--- src/rtl/blit_dec_pkg.sv ---
package blit_dec_pkg;
    localparam int WORD_W       = 32;
    localparam int OPC_LSB      = 24;
    localparam int LEN_W        = 8;
    localparam int SRC_TILE_BIT = 15;
    localparam int DST_TILE_BIT = 11;
    localparam int CNT_W        = 4;

    localparam logic [7:0] OPC_COPY  = 8'h54;
    localparam logic [7:0] OPC_FLUSH = 8'h13;
    localparam logic [7:0] OPC_END   = 8'h0A;

    localparam logic [LEN_W-1:0] LEN_NARROW = 8'd6;
    localparam logic [LEN_W-1:0] LEN_WIDE   = 8'd8;
    localparam logic [CNT_W-1:0] FLUSH_PAY_NARROW = 4'd2;
    localparam logic [CNT_W-1:0] FLUSH_PAY_WIDE   = 4'd3;

    typedef enum logic [2:0] {
        HK_OTHER, HK_COPY, HK_BADLEN, HK_FLUSH, HK_END
    } hdr_kind_e;

    typedef enum logic [2:0] {
        WR_NONE, WR_DPITCH, WR_DIMS, WR_DLO, WR_DHI, WR_SPITCH, WR_SLO, WR_SHI
    } word_role_e;

    typedef enum logic [1:0] {
        ST_IDLE, ST_COPY, ST_SKIP, ST_HALT
    } dec_state_e;
endpackage

--- src/rtl/blit_hdr_decode.sv ---
module blit_hdr_decode
    import blit_dec_pkg::*;
(
    input  logic [WORD_W-1:0]  word_i,
    input  logic               wide_i,
    output hdr_kind_e          kind_o,
    output logic [CNT_W-1:0]   payload_o,
    output logic               src_tiled_o,
    output logic               dst_tiled_o
);
    logic [7:0]       opc;
    logic [LEN_W-1:0] len;

    always_comb begin
        opc         = word_i[OPC_LSB +: 8];
        len         = word_i[LEN_W-1:0];
        src_tiled_o = word_i[SRC_TILE_BIT];
        dst_tiled_o = word_i[DST_TILE_BIT];
        kind_o      = HK_OTHER;
        payload_o   = '0;
        case (opc)
            OPC_COPY: begin
                if (len == (wide_i ? LEN_WIDE : LEN_NARROW)) begin
                    kind_o    = HK_COPY;
                    payload_o = CNT_W'(len + 1'b1);
                end else begin
                    kind_o = HK_BADLEN;
                end
            end
            OPC_FLUSH: begin
                kind_o    = HK_FLUSH;
                payload_o = wide_i ? FLUSH_PAY_WIDE : FLUSH_PAY_NARROW;
            end
            OPC_END: kind_o = HK_END;
            default: kind_o = HK_OTHER;
        endcase
    end
endmodule

--- src/rtl/blit_word_role.sv ---
module blit_word_role
    import blit_dec_pkg::*;
(
    input  logic [CNT_W-1:0] idx_i,
    input  logic             wide_i,
    output word_role_e       role_o
);
    always_comb begin
        role_o = WR_NONE;
        case (idx_i)
            4'd1: role_o = WR_DPITCH;
            4'd3: role_o = WR_DIMS;
            4'd4: role_o = WR_DLO;
            4'd5: role_o = wide_i ? WR_DHI : WR_NONE;
            4'd6: role_o = wide_i ? WR_NONE : WR_SPITCH;
            4'd7: role_o = wide_i ? WR_SPITCH : WR_SLO;
            4'd8: role_o = wide_i ? WR_SLO : WR_NONE;
            4'd9: role_o = wide_i ? WR_SHI : WR_NONE;
            default: role_o = WR_NONE;
        endcase
    end
endmodule

--- src/rtl/blit_pitch_scale.sv ---
module blit_pitch_scale #(
    parameter int FIELD_W = 16,
    localparam int BYTE_W = FIELD_W + 2
) (
    input  logic [FIELD_W-1:0] field_i,
    input  logic               tiled_i,
    output logic [BYTE_W-1:0]  bytes_o
);
    always_comb begin
        if (tiled_i) bytes_o = {field_i, 2'b00};
        else         bytes_o = {2'b00, field_i};
    end
endmodule

--- src/rtl/blit_cmd_decoder.sv ---
module blit_cmd_decoder
    import blit_dec_pkg::*;
#(
    parameter int PITCH_W = 16,
    parameter int DIM_W   = 16,
    localparam int PBYTE_W = PITCH_W + 2,
    localparam int ADDR_W  = 2 * WORD_W
) (
    input  logic               clk,
    input  logic               rst_n,
    input  logic               addr64_i,
    input  logic               cmd_valid_i,
    input  logic [WORD_W-1:0]  cmd_data_i,
    output logic               cmd_ready_o,
    output logic               rec_valid_o,
    input  logic               rec_ready_i,
    output logic [PBYTE_W-1:0] rec_dst_pitch_o,
    output logic [PBYTE_W-1:0] rec_src_pitch_o,
    output logic [DIM_W-1:0]   rec_width_o,
    output logic [DIM_W-1:0]   rec_height_o,
    output logic [ADDR_W-1:0]  rec_dst_addr_o,
    output logic [ADDR_W-1:0]  rec_src_addr_o,
    output logic               rec_dst_tiled_o,
    output logic               rec_src_tiled_o,
    output logic               len_err_o,
    output logic               halted_o
);
    typedef struct packed {
        dec_state_e          st;
        logic [CNT_W-1:0]    rem;
        logic [CNT_W-1:0]    idx;
        logic                wide;
        logic                dst_t;
        logic                src_t;
        logic [PITCH_W-1:0]  dpf;
        logic [PITCH_W-1:0]  spf;
        logic [DIM_W-1:0]    wid;
        logic [DIM_W-1:0]    hgt;
        logic [ADDR_W-1:0]   daddr;
        logic [ADDR_W-1:0]   saddr;
        logic                rvalid;
        logic                lerr;
    } dec_t;

    dec_t q, d;

    hdr_kind_e        hk;
    logic [CNT_W-1:0] hpay;
    logic             h_src_t, h_dst_t;
    word_role_e       role;
    logic             fire;

    blit_hdr_decode u_hdr (
        .word_i      (cmd_data_i),
        .wide_i      (addr64_i),
        .kind_o      (hk),
        .payload_o   (hpay),
        .src_tiled_o (h_src_t),
        .dst_tiled_o (h_dst_t)
    );

    blit_word_role u_role (
        .idx_i  (q.idx),
        .wide_i (q.wide),
        .role_o (role)
    );

    logic [1:0][PITCH_W-1:0] pf_in;
    logic [1:0]              pt_in;
    logic [1:0][PBYTE_W-1:0] pb_out;

    assign pf_in = {q.spf, q.dpf};
    assign pt_in = {q.src_t, q.dst_t};

    for (genvar s = 0; s < 2; s++) begin : g_pitch
        blit_pitch_scale #(.FIELD_W(PITCH_W)) u_scale (
            .field_i (pf_in[s]),
            .tiled_i (pt_in[s]),
            .bytes_o (pb_out[s])
        );
    end

    assign cmd_ready_o = !q.rvalid && (q.st != ST_HALT);
    assign fire        = cmd_valid_i && cmd_ready_o;

    always_comb begin
        d      = q;
        d.lerr = 1'b0;
        if (q.rvalid && rec_ready_i) d.rvalid = 1'b0;
        case (q.st)
            ST_IDLE: begin
                if (fire) begin
                    case (hk)
                        HK_COPY: begin
                            d.st    = ST_COPY;
                            d.rem   = hpay;
                            d.idx   = 4'd1;
                            d.wide  = addr64_i;
                            d.dst_t = h_dst_t;
                            d.src_t = h_src_t;
                            d.daddr = '0;
                            d.saddr = '0;
                        end
                        HK_BADLEN: d.lerr = 1'b1;
                        HK_FLUSH: begin
                            d.st  = ST_SKIP;
                            d.rem = hpay;
                        end
                        HK_END:  d.st = ST_HALT;
                        default: d.st = ST_IDLE;
                    endcase
                end
            end
            ST_COPY: begin
                if (fire) begin
                    case (role)
                        WR_DPITCH: d.dpf = cmd_data_i[PITCH_W-1:0];
                        WR_DIMS: begin
                            d.hgt = cmd_data_i[16 +: DIM_W];
                            d.wid = cmd_data_i[DIM_W-1:0];
                        end
                        WR_DLO:    d.daddr[WORD_W-1:0]      = cmd_data_i;
                        WR_DHI:    d.daddr[ADDR_W-1:WORD_W] = cmd_data_i;
                        WR_SPITCH: d.spf = cmd_data_i[PITCH_W-1:0];
                        WR_SLO:    d.saddr[WORD_W-1:0]      = cmd_data_i;
                        WR_SHI:    d.saddr[ADDR_W-1:WORD_W] = cmd_data_i;
                        default:   d.st = ST_COPY;
                    endcase
                    d.idx = q.idx + 1'b1;
                    d.rem = q.rem - 1'b1;
                    if (q.rem == 4'd1) begin
                        d.st     = ST_IDLE;
                        d.rvalid = 1'b1;
                    end
                end
            end
            ST_SKIP: begin
                if (fire) begin
                    d.rem = q.rem - 1'b1;
                    if (q.rem == 4'd1) d.st = ST_IDLE;
                end
            end
            default: d.st = ST_HALT;
        endcase
    end

    always_ff @(posedge clk or negedge rst_n) begin
        if (!rst_n) begin
            q <= '{st: ST_IDLE, default: '0};
        end else begin
            q <= d;
        end
    end

    assign rec_valid_o     = q.rvalid;
    assign rec_dst_pitch_o = pb_out[0];
    assign rec_src_pitch_o = pb_out[1];
    assign rec_width_o     = q.wid;
    assign rec_height_o    = q.hgt;
    assign rec_dst_addr_o  = q.daddr;
    assign rec_src_addr_o  = q.saddr;
    assign rec_dst_tiled_o = q.dst_t;
    assign rec_src_tiled_o = q.src_t;
    assign len_err_o       = q.lerr;
    assign halted_o        = (q.st == ST_HALT);

    // a pending record does not move until it is taken
    a_r6_hold_stable: assert property (@(posedge clk) disable iff (!rst_n)
        rec_valid_o && !rec_ready_i |=> rec_valid_o && $stable(rec_dst_addr_o)
            && $stable(rec_src_addr_o) && $stable(rec_width_o)
            && $stable(rec_height_o) && $stable(rec_dst_pitch_o)
            && $stable(rec_src_pitch_o));

    // the stream is held while a record waits
    a_r6_stall_stream: assert property (@(posedge clk) disable iff (!rst_n)
        rec_valid_o |-> !cmd_ready_o);

    // halt is sticky and blocks the stream
    a_r9_halt_sticky: assert property (@(posedge clk) disable iff (!rst_n)
        halted_o |=> halted_o && !cmd_ready_o);

    // a length error never comes with a record
    a_r7_err_no_record: assert property (@(posedge clk) disable iff (!rst_n)
        len_err_o |-> !rec_valid_o);

    // a tiled surface reports a pitch that is a multiple of four
    a_r5_tiled_pitch_aligned: assert property (@(posedge clk) disable iff (!rst_n)
        rec_valid_o && rec_dst_tiled_o |-> rec_dst_pitch_o[1:0] == 2'b00);

    // nothing is pending in the first cycle after reset
    a_r1_quiet_after_reset: assert property (@(posedge clk) disable iff (!rst_n)
        $rose(rst_n) |-> !rec_valid_o && !len_err_o && !halted_o);
endmodule

--- config.mk ---
export PLATFORM = sky130hd
export DESIGN_NAME = blit_cmd_decoder
export DESIGN_NICKNAME = d
export VERILOG_FILES = /design/src/rtl/blit_dec_pkg.sv /design/src/rtl/blit_hdr_decode.sv /design/src/rtl/blit_word_role.sv /design/src/rtl/blit_pitch_scale.sv /design/src/rtl/blit_cmd_decoder.sv
export SDC_FILE = /design/constraint.sdc
export NUM_CORES = 1
export LEC_CHECK = 0
export BUFFER_PORTS_ARGS = -buffer_cell sky130_fd_sc_hd__buf_2
export CAP_MARGIN = 20
export CORE_ASPECT_RATIO = 0.8
export CORE_UTILIZATION = 49
export DETAILED_ROUTE_END_ITERATION = 7
export PLACE_DENSITY = 0.77
export SYNTH_ARGS = -nofsm -noshare
export SYNTH_HDL_FRONTEND = slang
export SYNTH_SLANG_ARGS = --single-unit
--- constraint.sdc ---
create_clock -name clk -period 2.5 [get_ports clk]
set_clock_uncertainty 0.15 [all_clocks]
set_input_delay 0.25 -clock clk [delete_from_list [all_inputs] [get_ports clk]]
set_output_delay 0.25 -clock clk [all_outputs]
set_load 0.03 [all_outputs]
# After elaboration in Yosys (flattened, before gate mapping)
# Cells that the tools add are included.
[classes]
reduce_logical = 20
n_addsub = 3
eq_ne = 40
muxes = 40
[ops]
columns = ["cell", "count"]
rows = [
  ["$mux W128", 2],
  ["$pmux W128 S2", 1],
  ["$mux W129", 1],
  ["$mux W32", 4],
  ["$mux W18", 2],
  ["$reduce_and A5 Y1", 5],
  ["$pmux W3 S8", 1],
  ["$eq A4 B3 Y1 const B", 4],
  ["$pmux W4 S2", 2],
  ["$eq A3 B3 Y1 const B", 5],
  ["$ne A2 B2 Y1 const B", 7],
  ["$mux W13", 1],
  ["$eq A3 B2 Y1 const B", 4],
  ["$mux W3", 4],
  ["$mux W4", 3],
  ["$pmux W4 S3", 1],
  ["$reduce_and A3 Y1", 4],
  ["$mux W10", 1],
  ["$mux W2", 5],
  ["$ne A2 B1 Y1 const B", 5],
  ["$pmux W3 S3", 1],
  ["$add A4 B1 Y4 const B", 2],
  ["$eq A4 B1 Y1 const B", 2],
  ["$eq A4 B4 Y1 const B", 2],
  ["other kinds (24)", 34],
]
[totals]
output_inout_bits = 202
in_bits = 37
elab_cells = 119
register_bits = 207

# Longest topological paths before layout
# Gate-level depths: netlist of run 1.
[depth]
ltp_word = 9
depth_mapped = 9
ltp_nobuf = 8

# Modules after synthesis
# From an unflattened synthesis of run 1, not the netlist that was laid out.
[unflattened]
cells_unflattened = 815
hier_area_um2 = 11089.4
[by_module_without_submodules]
columns = ["mod", "instances", "area_per_inst_um2", "cells_per_inst"]
rows = [
  ["blit_cmd_decoder", 1, 10233.6, 731],
  ["blit_pitch_scale", 2, 244.0, 20],
  ["blit_hdr_decode", 1, 251.5, 27],
  ["blit_word_role", 1, 116.4, 17],
]

# Worst setup path before layout of run 1
# No wires, ideal clock.
[synth_timing]
path_kind = "register to register"
start = "register q[205] (netlist name)"
end = "register q (netlist bit pf_in[10])"
path_buffers = 3
path_stages_with_launch = 10
required_time_ps = 2225
slack_ps = -293
arrival_ps = 2518
period_less_slack_ps = 2793
path_cell_list = "dfrtp_1 -> ha_1 -> nor3b_4 -> and2_1 -> buf_4 -> nand2b_4 -> or4_4 -> buf_6 -> buf_8 -> mux2_4"
[synth_between]
elab_chain_len = 4
elab_cells_between_ends = 5
[synth_lines]
columns = ["item", "line_no", "text"]
rows = [
  ["from (decl)", "blit_cmd_decoder.sv:45", "dec_t q, d;"],
  ["from (signal assigned)", "blit_cmd_decoder.sv:149", "q <= '{st: ST_IDLE, default: '0};"],
  ["from (signal assigned)", "blit_cmd_decoder.sv:151", "q <= d;"],
  ["$ne A2 B2 Y1", "blit_cmd_decoder.sv:83", "assign cmd_ready_o = !q.rvalid && (q.st != ST_HALT);"],
  ["$logic_and A1 B1 Y1", "blit_cmd_decoder.sv:83", ""],
  ["$logic_and A1 B1 Y1", "blit_cmd_decoder.sv:84", "assign fire = cmd_valid_i && cmd_ready_o;"],
  ["$reduce_and A3 Y1 (no line) (*)", "n/a", ""],
]
# Mark *: on every way between the ends. The rest lies on a longest branch, timed or not.
# A chain may end at the register's enable or synchronous reset.

# Worst setup path after layout of run 1
[layout_timing]
start = "register q[198] (netlist name)"
end = "register q (netlist bit pf_in[22])"
[layout_between]
elab_chain_len = 4
elab_cells_between_ends = 11
[layout_lines]
columns = ["item", "line_no", "text"]
rows = [
  ["$eq A4 B4 Y1, or another cell as far along", "blit_word_role.sv:10", "case (idx_i)"],
  ["$pmux W3 S8 (*)", "blit_word_role.sv:10", ""],
  ["$eq A3 B3 Y1 (*)", "blit_cmd_decoder.sv:116", "case (role)"],
  ["$reduce_and A3 Y1 (no line) (*)", "n/a", ""],
]
# Marks and branches as above.

==> results of run 1 <==
-- how the worst max path moves through the flow --
stage                                  end  slack, ns  depth (start not counted)
2_1_floorplan        pf_in[10]$_DFFE_PN0P_      -0.05                          9
3_3_place_gp   rec_height_o[0]$_DFFE_PN0P_      -0.02                          8
3_5_place_dp   rec_height_o[0]$_DFFE_PN0P_      -0.05                          8
4_1_cts              pf_in[13]$_DFFE_PN0P_     0.0003                          6
5_1_grt              pf_in[28]$_DFFE_PN0P_      -0.08                          9
6_report             pf_in[22]$_DFFE_PN0P_      -0.02                          9
-- flip-flops by register name, summed over array words and instances, names as in the netlist --
register / count
pf_in: 32
rec_dst_tiled_o: 1
rec_dst_addr_o: 64
rec_width_o: 16
rec_height_o: 16
rec_src_addr_o: 64
len_err_o: 1
rec_valid_o: 1
rec_src_tiled_o: 1
q: 11
-- layout make-up --
cell class	count	area, um^2	area share (%)
Timing Repair Buffer	343	2360	19.4
Sequential cell	207	5180	42.6
Clock inverter	8	75.1	0.618
Inverter	12	45.0	0.371
Tap cell	264	330	2.72
Clock buffer	28	582	4.79
Multi-Input combinational cell	413	3580	29.4
-- cell usage after synthesis, types with 2 or more instances --
master and instances:
a21oi_1 4, nor4bb_1 2, nand4_1 4, clkbuf_1 21, buf_2 12, nand2_1 61, or3_1 2, mux2_2 75
o21ai_0 14, nor2_1 11, o2bb2ai_1 118, a31oi_1 2, nand3_1 8, nor2b_1 6, a22o_1 10, o22ai_1 2
inv_1 12, mux2_4 10, dfrtp_1 207, o211ai_1 2, ha_1 11, nor4_1 3, and2_1 8, xnor2_1 3
nor3b_1 2, buf_4 161, nor3_1 7, buf_1 6, o21a_1 3, a21o_1 3, mux2_1 10, o21bai_1 2
-- cell families after synthesis --
logic type,Yosys count,share of synthesized area [%]
AOI/OAI and AO/OA,172,14.3
buffers and inverters,214,14.4
adders and majority gates,11,1.37
DFF,207,51.6
muxes,96,11.1
and+or+nand+nor,129,6.87
xor gates and xnor gates,4,0.349
-- power groups by stage --
| stage | clock (mW) | combinational [mW] | sequential [mW] |
|---|---|---|---|
| floorplan | 0 | 3.67 | 4.30 |
| global placement | 0 | 4.58 | 4.43 |
| detailed placement | 0 | 4.71 | 4.45 |
| CTS | 3.13 | 4.88 | 4.40 |
| global route | 3.26 | 5.55 | 4.48 |
| finish | 3.09 | 5.23 | 4.41 |
-- cell usage in the layout, fill, tap and decap left out, types with 6 or more instances in the layout --
master	instances
buf_2	237
dfrtp_1	206
o2bb2ai_1	118
mux2_2	75
nand2_1	59
buf_4	50
dlygate4sd3_1	31
clkbuf_16	26
buf_12	13
nor2_1	11
inv_1	10
mux2_4	10
o21ai_0	10
mux2_1	10
a22o_1	10
ha_1	7
nor3_1	6
nand3_1	6
-- layer usage --
metal	wire length, um	up-vias
li1	-	3154
met1	12800	3678
met2	13000	310
met3	2360	54
met4	644	0
met5	0	-
-- worst register-to-register path: stages, from the launching register on --
cell and delay, ns:
dfrtp_1 0.41, inv_2 0.08, ha_2 0.22, buf_4 0.17, a32o_2 0.29, buf_4 0.17
nor4_4 0.27, buf_4 0.17, clkbuf_16 0.15, mux2_2 0.33
-- through the flow --
stage / setup TNS, ns / hold slack, ns / power (mW)
final: -0.146 / 0.0252 / 12.7
after global routing: -1.76 / 0.0251 / 13.3
after global placement: -0.328 / 0.0525 / 9.01
after floorplan: -1.62 / -0.196 / 7.97
after detailed placement: -0.967 / 0.0596 / 9.16
after CTS: 0 / 0.00177 / 12.4
-- repair_timing --
action,4_1_cts,5_1_grt
cloned,3,6
resized for setup,14,31
hold buffers,31,0
pin swaps,5,12
buffers inserted,5,8
hold endpoints to repair,242,0
setup endpoints to repair,59,188
==> flow_summary.yaml, run 1 <==
outcome:
  status: "finished with violations"
  violations: "negative setup slack"
floorplanning:
  rows: 46
  die_w_um: 162
  start_util_pct: 50.4
  fp.coreArea_um2: 19900
  io_pins: 239
  die_area_um2: 21100
  die_h_um: 130
sta:
  fin_crit_ns: 2.52
  hold_viol_final: 0
  rsz0062_at_grt: "true"
  max_slew_margin_pct: 49.3
  finalWorstSetupSlack_ns: -0.0228
  clock.fmax_mhz: 396
  layout_worst_path_cycle_share_pct: 101
  drv_slew: 0
  tightest_slew_ns: 0.760
  finalSetupViolations: 8
synth:
  synth_largest_area_cell: "dfrtp_1"
  ys_seq_area_share_pct: 51.6
  syn_nets: 881
  synth_area_leaders: "dfrtp_1, buf_4, o2bb2ai_1"
  avgSynthCellArea_um2: 12.0
  yosysWarnings: 0
  yosysUniqueCellTypes: 63
  synth-seq-cells: 207
  synth_edf_count: 0
  async_flop_share_pct: 100
  netlist.area_leader.share_pct: 51.6
  syn_inst: 833
  syn_area_um2: 10000
  synth_top_flop_cell: "dfrtp_1"
worst_setup_path:
  worst-setup-path-type: "reg2reg"
  start_kind: "flip-flop"
  r2r_end: "pf_in[22]$_DFFE_PN0P_"
  critPathTopFamily: "buffers and inverters"
  cpMostUsedCell: "buf_4"
  cp-end-kind: "flip-flop"
  crit_buf_inv: 5
  startpoint: "q[198]$_DFFE_PN0P_"
  max_stage_delay_ns: 0.41
  arrival_ns: 2.76
  slowest_stage: "dfrtp_1"
  rr_startpoint: "q[198]$_DFFE_PN0P_"
  path_cells: "inv_2 > ha_2 > buf_4 > a32o_2 > buf_4 > nor4_4 > buf_4 > clkbuf_16 > mux2_2"
  rrSetupSlack_ns: -0.02
  critPathMaxFanout: 8
  cp.required_ns: 2.74
  reg2reg_depth: 9
power_and_ir_drop:
  p_per_area_nw_per_um2: 1050
  p_int_mw: 7.72
  swShare_pct: 39.4
  power_frac_seq_pct: 34.6
  clkPwrFrac_pct: 24.3
  power_switching_mw: 5.02
  p_leak_nw: 6.11
  peakVddDrop_uv: 548
  p_comb_share_pct: 41.1
layout:
  drive_gt1_share_pct: 46.3
  diodes: 0
  stdcell_count: 1275
  nets: 1046
  fin_area_um2: 12200
  final_util_pct: 61.0
  area_growth_pct: 21.1
  fill_cells: 1597
hold_path:
  hold_path_class: "in2reg"
  hold_end: "rec_dst_addr_o[37]$_DFFE_PN0P_"
  hp-start: "cmd_data_i[5]"
  hold_path_depth: 3
place:
  dp_hpwl_um: 18000
  place_area_um2: 10800
  place_congestion: 0.882
  dp.cells: 1187
  portBuffers: 238
  dp_slack_ns: -0.0492
grt:
  grt_max_degree: 77
  use_met1_pct: 36.3
  met2_usage_pct: 41.1
  grt_first_pass_wirelength_um: 42400
  grt.busiest_layer: "met2"
  globalRouteTotalUtil_pct: 26.1
  gr-total-overflow: 0
  grt_antenna_before_repair: 0
  grt_pass1_vias: 7166
  use_met3_pct: 6.61
clock_tree:
  clk_transition_reported_paths_ns: 0.06
  cts_root_buf: "clkbuf_16"
  worst_skew_pair.late_latency_ns: 0.51
  htree_levels: 1
  cts_tree: "done"
  clk_path_buf_depth: 3
  clkSinkCount: 207
  cts_buffers: 21
detailed_routing:
  first_pass_iters: 5
  routed-via-count: 7196
  antenna_left: 0
  totalWireLength_um: 28800
  vias_per_cell: 5.64
  first_iter_violations: 566
  post_drt_wl_per_cell_um: 22.6
  drc_errors: 0
flow_run:
  maxCapViolCount: 0
Power figures use the tool's default switching activity.
==> run 2: changes to the inputs <==
--- a/config.mk
+++ b/config.mk
@@ -8,9 +8,9 @@
 export BUFFER_PORTS_ARGS = -buffer_cell sky130_fd_sc_hd__buf_2
 export CAP_MARGIN = 20
 export CORE_ASPECT_RATIO = 0.8
-export CORE_UTILIZATION = 49
+export CORE_UTILIZATION = 37
 export DETAILED_ROUTE_END_ITERATION = 7
-export PLACE_DENSITY = 0.77
 export SYNTH_ARGS = -nofsm -noshare
 export SYNTH_HDL_FRONTEND = slang
 export SYNTH_SLANG_ARGS = --single-unit
+export TNS_END_PERCENT = 20
==> run 2 against run 1 <==
Effect of this change:
- the run still ends with negative setup slack left
- critical path depth decreased by 3
- combinational power is 2% higher
- global-route usage shrank 5.8 points
- die area up 32%
- largest power group unchanged
- highest routed layer unchanged
==> flow_summary.yaml, run 2 (synthesis results as in run 1) <==
layout:
  drive_gt1_share_pct: 47.4
  nets: 1051
  layout_commonest_cell: "buf_2"
  final_util_pct: 47.5
  diodes: 0
  stdcell_count: 1375
  area_growth_pct: 25.3
  final_cell_mix: "buf_2, dfrtp_1, o2bb2ai_1"
  fill_cells: 2408
grt:
  grt_first_pass_wirelength_um: 42500
  use_met3_pct: 4.81
  globalRouteTotalUtil_pct: 20.3
  grt_antenna_before_repair: 0
  grt_pass1_vias: 6920
  grt_max_degree: 65
  gr-total-overflow: 0
  use_met1_pct: 29.5
  met2_usage_pct: 30.3
  grt.busiest_layer: "met2"
floorplanning:
  rows: 53
  die_w_um: 186
  die_h_um: 149
  start_util_pct: 37.9
  io_pins: 239
  fp.coreArea_um2: 26500
  die_area_um2: 27800
worst_setup_path:
  reg2reg_depth: 6
  rr_startpoint: "q[197]$_DFFE_PN0P_"
  arrival_ns: 2.75
  rrSetupSlack_ns: -0.01
  cp.required_ns: 2.74
  start_kind: "flip-flop"
  cp-end-kind: "flip-flop"
  r2r_end: "pf_in[9]$_DFFE_PN0P_"
  worst-setup-path-type: "reg2reg"
  critPathMaxFanout: 8
clock_tree:
  cts_root_buf: "clkbuf_16"
  clk_transition_reported_paths_ns: 0.06
  clkSinkCount: 207
  cts_tree: "done"
  clk_path_buf_depth: 3
  worst_skew_pair.late_latency_ns: 0.51
  htree_levels: 1
  cts_buffers: 23
flow_run:
  maxCapViolCount: 0
sta:
  rsz0062_at_grt: "true"
  finalSetupViolations: 8
  tightest_slew_ns: 0.738
  drv_slew: 0
  layout_worst_path_cycle_share_pct: 101
  fin_crit_ns: 2.51
  finalWorstSetupSlack_ns: -0.0130
  setup-tns-final_ns: -0.0945
  max_slew_margin_pct: 50.8
  clock.fmax_mhz: 398
  hold_viol_final: 0
place:
  place_congestion: 0.855
  portBuffers: 238
  dp.cells: 1288
  dp_hpwl_um: 19200
hold_path:
  hp-start: "cmd_data_i[5]"
  hold_path_depth: 3
  hold_end: "rec_dst_addr_o[37]$_DFFE_PN0P_"
  hold_path_class: "in2reg"
detailed_routing:
  vias_per_cell: 5.15
  first_pass_iters: 5
  routed-via-count: 7080
  antenna_left: 0
  totalWireLength_um: 30100
  drc_errors: 0
  first_iter_violations: 334
  post_drt_wl_per_cell_um: 21.9
power_and_ir_drop:
  peakVddDrop_uv: 538
  p_leak_nw: 6.22
  power_mw: 13.3
  p_per_area_nw_per_um2: 1060
outcome:
  violations: "negative setup slack"
  status: "finished with violations"
==> run 2: routing by layer <==
layer	vias up	routed length, um
li1	3165	-
met1	3629	14100
met2	250	13200
met3	36	2140
met4	0	585
met5	-	0
==> run 2: report_power, final <==
| part | leakage, nW | internal (mW) | switching (mW) |
|---|---|---|---|
| Sequential | 2.81 | 3.96 | 0.435 |
| Clock | 0.388 | 2.22 | 1.38 |
| Combinational | 3.03 | 2.09 | 3.23 |
| Total | 6.22 | 8.28 | 5.04 |
==> run 2: through the flow <==
step                      hold slack [ns]  worst slack (ns)  cell area, um^2
after floorplan                    -0.196           -0.0510            10100
after global placement             0.0930           -0.0744            11000
after CTS                          0.0136           -0.0390            12200
after global routing               0.0375           -0.0540            12600
after detailed placement           0.0913           -0.0983            11000
final                              0.0271           -0.0130            12600
==> run 2: timing repair <==
item                       CTS  global route
hold buffers                32             0
pin swaps                    5            14
setup endpoints to repair   99           161
cloned                       1            10
gates resized for setup     14            39
setup buffers                3             2
hold endpoints to repair   192             0
==> run 2: worst max path at each step <==
stage,start,to,slack [ns],cells after the start
3_3_place_gp,q[197]$_DFFE_PN0P_,rec_height_o[1]$_DFFE_PN0P_,-0.07,8
2_1_floorplan,q[206]$_DFFE_PN0P_,pf_in[10]$_DFFE_PN0P_,-0.05,9
4_1_cts,q[197]$_DFFE_PN0P_,rec_width_o[8]$_DFFE_PN0P_,-0.04,9
6_report,q[197]$_DFFE_PN0P_,pf_in[9]$_DFFE_PN0P_,-0.01,6
5_1_grt,q[197]$_DFFE_PN0P_,pf_in[13]$_DFFE_PN0P_,-0.05,6
3_5_place_dp,q[197]$_DFFE_PN0P_,rec_height_o[7]$_DFFE_PN0P_,-0.1,8
==> run 2: cell type report <==
| cell class | instances | area, um^2 | area share [%] |
|---|---|---|---|
| Sequential cell | 207 | 5180 | 41.2 |
| Multi-Input combinational cell | 413 | 3630 | 28.9 |
| Timing Repair Buffer | 346 | 2470 | 19.7 |
| Clock buffer | 33 | 653 | 5.20 |
| Tap cell | 357 | 447 | 3.55 |
| Clock inverter | 7 | 139 | 1.11 |
| Inverter | 12 | 45.0 | 0.358 |
==> run 2: critical path, cell delays in order (launching register included) <==
cell and delay (ns):
dfrtp_1 0.41, buf_6 0.15, ha_4 0.16, and2_4 0.16, o31a_1 0.40, or4_4 0.64
mux2_4 0.33
==> run 3: changes to the inputs <==
--- a/config.mk
+++ b/config.mk
@@ -8,7 +8,7 @@
 export BUFFER_PORTS_ARGS = -buffer_cell sky130_fd_sc_hd__buf_2
 export CAP_MARGIN = 20
 export CORE_ASPECT_RATIO = 0.8
-export CORE_UTILIZATION = 37
+export CORE_UTILIZATION = 25
 export DETAILED_ROUTE_END_ITERATION = 7
 export SYNTH_ARGS = -nofsm -noshare
 export SYNTH_HDL_FRONTEND = slang
==> run 3 against run 2 <==
Effect of this change:
- the flow still finishes with violations (negative setup slack)
- cell count is 14% higher
- sequential power hardly changed
- critical path depth stayed put
- power is 2.4% higher
- global-route usage is 4.8 points lower
- non-clock buffer count is 3 higher
- clock-buffer cell count stayed put
- register-to-register slack hardly changed
- design area is 1.3% higher
- largest cell class unchanged
- highest routed layer unchanged
==> flow_summary.yaml, run 3 (synthesis results as in run 1) <==
worst_setup_path:
  crit_end: "pf_in[13]$_DFFE_PN0P_"
  critPathTopFamily: "simple AND/OR/NAND/NOR gates"
  path_cells: "ha_4 > nor3b_4 > and2_4 > nand2b_4 > or4_4 > mux2_4"
  slowest_stage: "or4_4"
  rrSetupSlack_ns: -0.02
  rr_startpoint: "q[205]$_DFFE_PN0P_"
  crit_cells: 6
  r2r_end: "pf_in[13]$_DFFE_PN0P_"
  max_stage_delay_ns: 0.67
  worst-setup-path-type: "reg2reg"
  crit_buf_inv: 0
  critPathMaxFanout: 8
  start_kind: "flip-flop"
  startpoint: "q[205]$_DFFE_PN0P_"
  cp-end-kind: "flip-flop"
  cp.required_ns: 2.76
  reg2reg_depth: 6
  arrival_ns: 2.78
grt:
  grt_antenna_before_repair: 0
  met2_usage_pct: 23.7
  grt.busiest_layer: "met2"
  gr-total-overflow: 0
  grt_pass1_vias: 7255
  use_met3_pct: 3.84
  use_met1_pct: 22.0
  globalRouteTotalUtil_pct: 15.6
  grt_first_pass_wirelength_um: 47600
  grt_max_degree: 69
detailed_routing:
  first_pass_iters: 4
  drc_errors: 0
  routed-via-count: 7033
  totalWireLength_um: 32200
  first_iter_violations: 378
  post_drt_wl_per_cell_um: 20.7
  vias_per_cell: 4.51
  antenna_left: 0
sta:
  rsz0062_at_grt: "true"
  layout_worst_path_cycle_share_pct: 101
  holdWs_ns: 0.0347
  finalSetupViolations: 8
  hold_viol_final: 0
  tightest_slew_ns: 0.646
  finalWorstSetupSlack_ns: -0.0237
  fin_crit_ns: 2.52
  drv_slew: 0
  max_slew_margin_pct: 57.0
  clock.fmax_mhz: 396
power_and_ir_drop:
  p_leak_nw: 6.25
  peakVddDrop_uv: 447
  p_per_area_nw_per_um2: 1070
floorplanning:
  rows: 65
  die_w_um: 226
  start_util_pct: 25.4
  io_pins: 239
  die_area_um2: 40900
  fp.coreArea_um2: 39500
  die_h_um: 181
place:
  portBuffers: 238
  dp.cells: 1476
  dp_slack_ns: -0.183
  dp_hpwl_um: 21800
  place_congestion: 0.813
clock_tree:
  worst_skew_pair.late_latency_ns: 0.52
  cts_root_buf: "clkbuf_16"
  cts_buffers: 25
  clkSinkCount: 207
  htree_levels: 1
  clk_path_buf_depth: 3
  clk_transition_reported_paths_ns: 0.06
  cts_tree: "done"
layout:
  layout_commonest_cell: "buf_2"
  nets: 1056
  drive_gt1_share_pct: 46.4
  final_cell_mix: "buf_2, dfrtp_1, o2bb2ai_1"
  stdcell_count: 1561
  area_growth_pct: 26.9
flow_run:
  maxCapViolCount: 0
outcome:
  status: "finished with violations"
  violations: "negative setup slack"
hold_path:
  hold_path_class: "in2reg"
[run 3: cell count changes in the layout (fill, tap and decap cells not counted), sizes merged]
cell / previous run / this run
buf: 306 / 316
clkbuf: 41 / 34
bufinv: 4 / 6
diode: 0 / 1
clkinv: 2 / 3
[run 3: per-layer routing]
metal	vias to the layer above	routed length [um]	part of all wire (%)
met3	45	2100	6.5
met1	3580	15100	47
met5	-	0	0
li1	3191	-	-
met4	0	656	2.0
met2	217	14400	45
[run 3: through the flow]
step                      cell area [um^2]  setup TNS (ns)  total power, mW  utilization (%)
after floorplan                      10100           -1.62             7.97                -
after global placement               11200           -1.11             9.33             28.5
final                                12700          -0.140             13.6             32.2
after global routing                 12700           -2.03             14.3             32.2
after detailed placement             11200           -7.24             9.43             28.5
after CTS                            12600          -0.751             13.7             31.9
[run 3: tightest hold or removal path, cell delays in order]
cell and delay (ns):
buf_2 0.12, buf_4 0.16, a22o_1 0.14
[run 3: report_power, final]
group	internal [mW]	leakage [nW]	switching, mW
sequential	3.96	2.81	0.438
combinational	2.02	2.98	3.16
clock	2.61	0.455	1.45
[run 3: final cells by class]
cell class,instances,area (um^2)
fill,4018,26800
sequential,207,5180
multi-input combinational,413,3570
timing repair buffer,349,2350
clock buffer,33,716
tap,536,671
clock inverter,10,204
inverter,12,45.0
antenna,1,2.50
[run 3: worst min-delay path by stage]
stage	from	endpoint	slack (ns)	cells past startpoint
CTS	cmd_data_i[1]	rec_dst_addr_o[33]$_DFFE_PN0P_	0.03	4
global route	cmd_data_i[4]	pf_in[20]$_DFFE_PN0P_	0.05	3
detailed placement	rst_n	rec_dst_addr_o[56]$_DFFE_PN0P_	0.13	1
global placement	rst_n	rec_dst_addr_o[57]$_DFFE_PN0P_	0.14	1
finish	cmd_data_i[4]	rec_dst_addr_o[36]$_DFFE_PN0P_	0.03	3
floorplan	rst_n	len_err_o$_DFF_PN0_	-0.20	0
[run 3: what timing repair did]
item | 4_1_cts | 5_1_grt
buffers inserted | 5 | 1
endpoints found under the hold margin | 228 | 0
setup endpoints to repair | 89 | 192
gates cloned | 2 | 1
pin swaps | 6 | 5
hold buffers | 32 | 0
gates resized for setup | 15 | 27
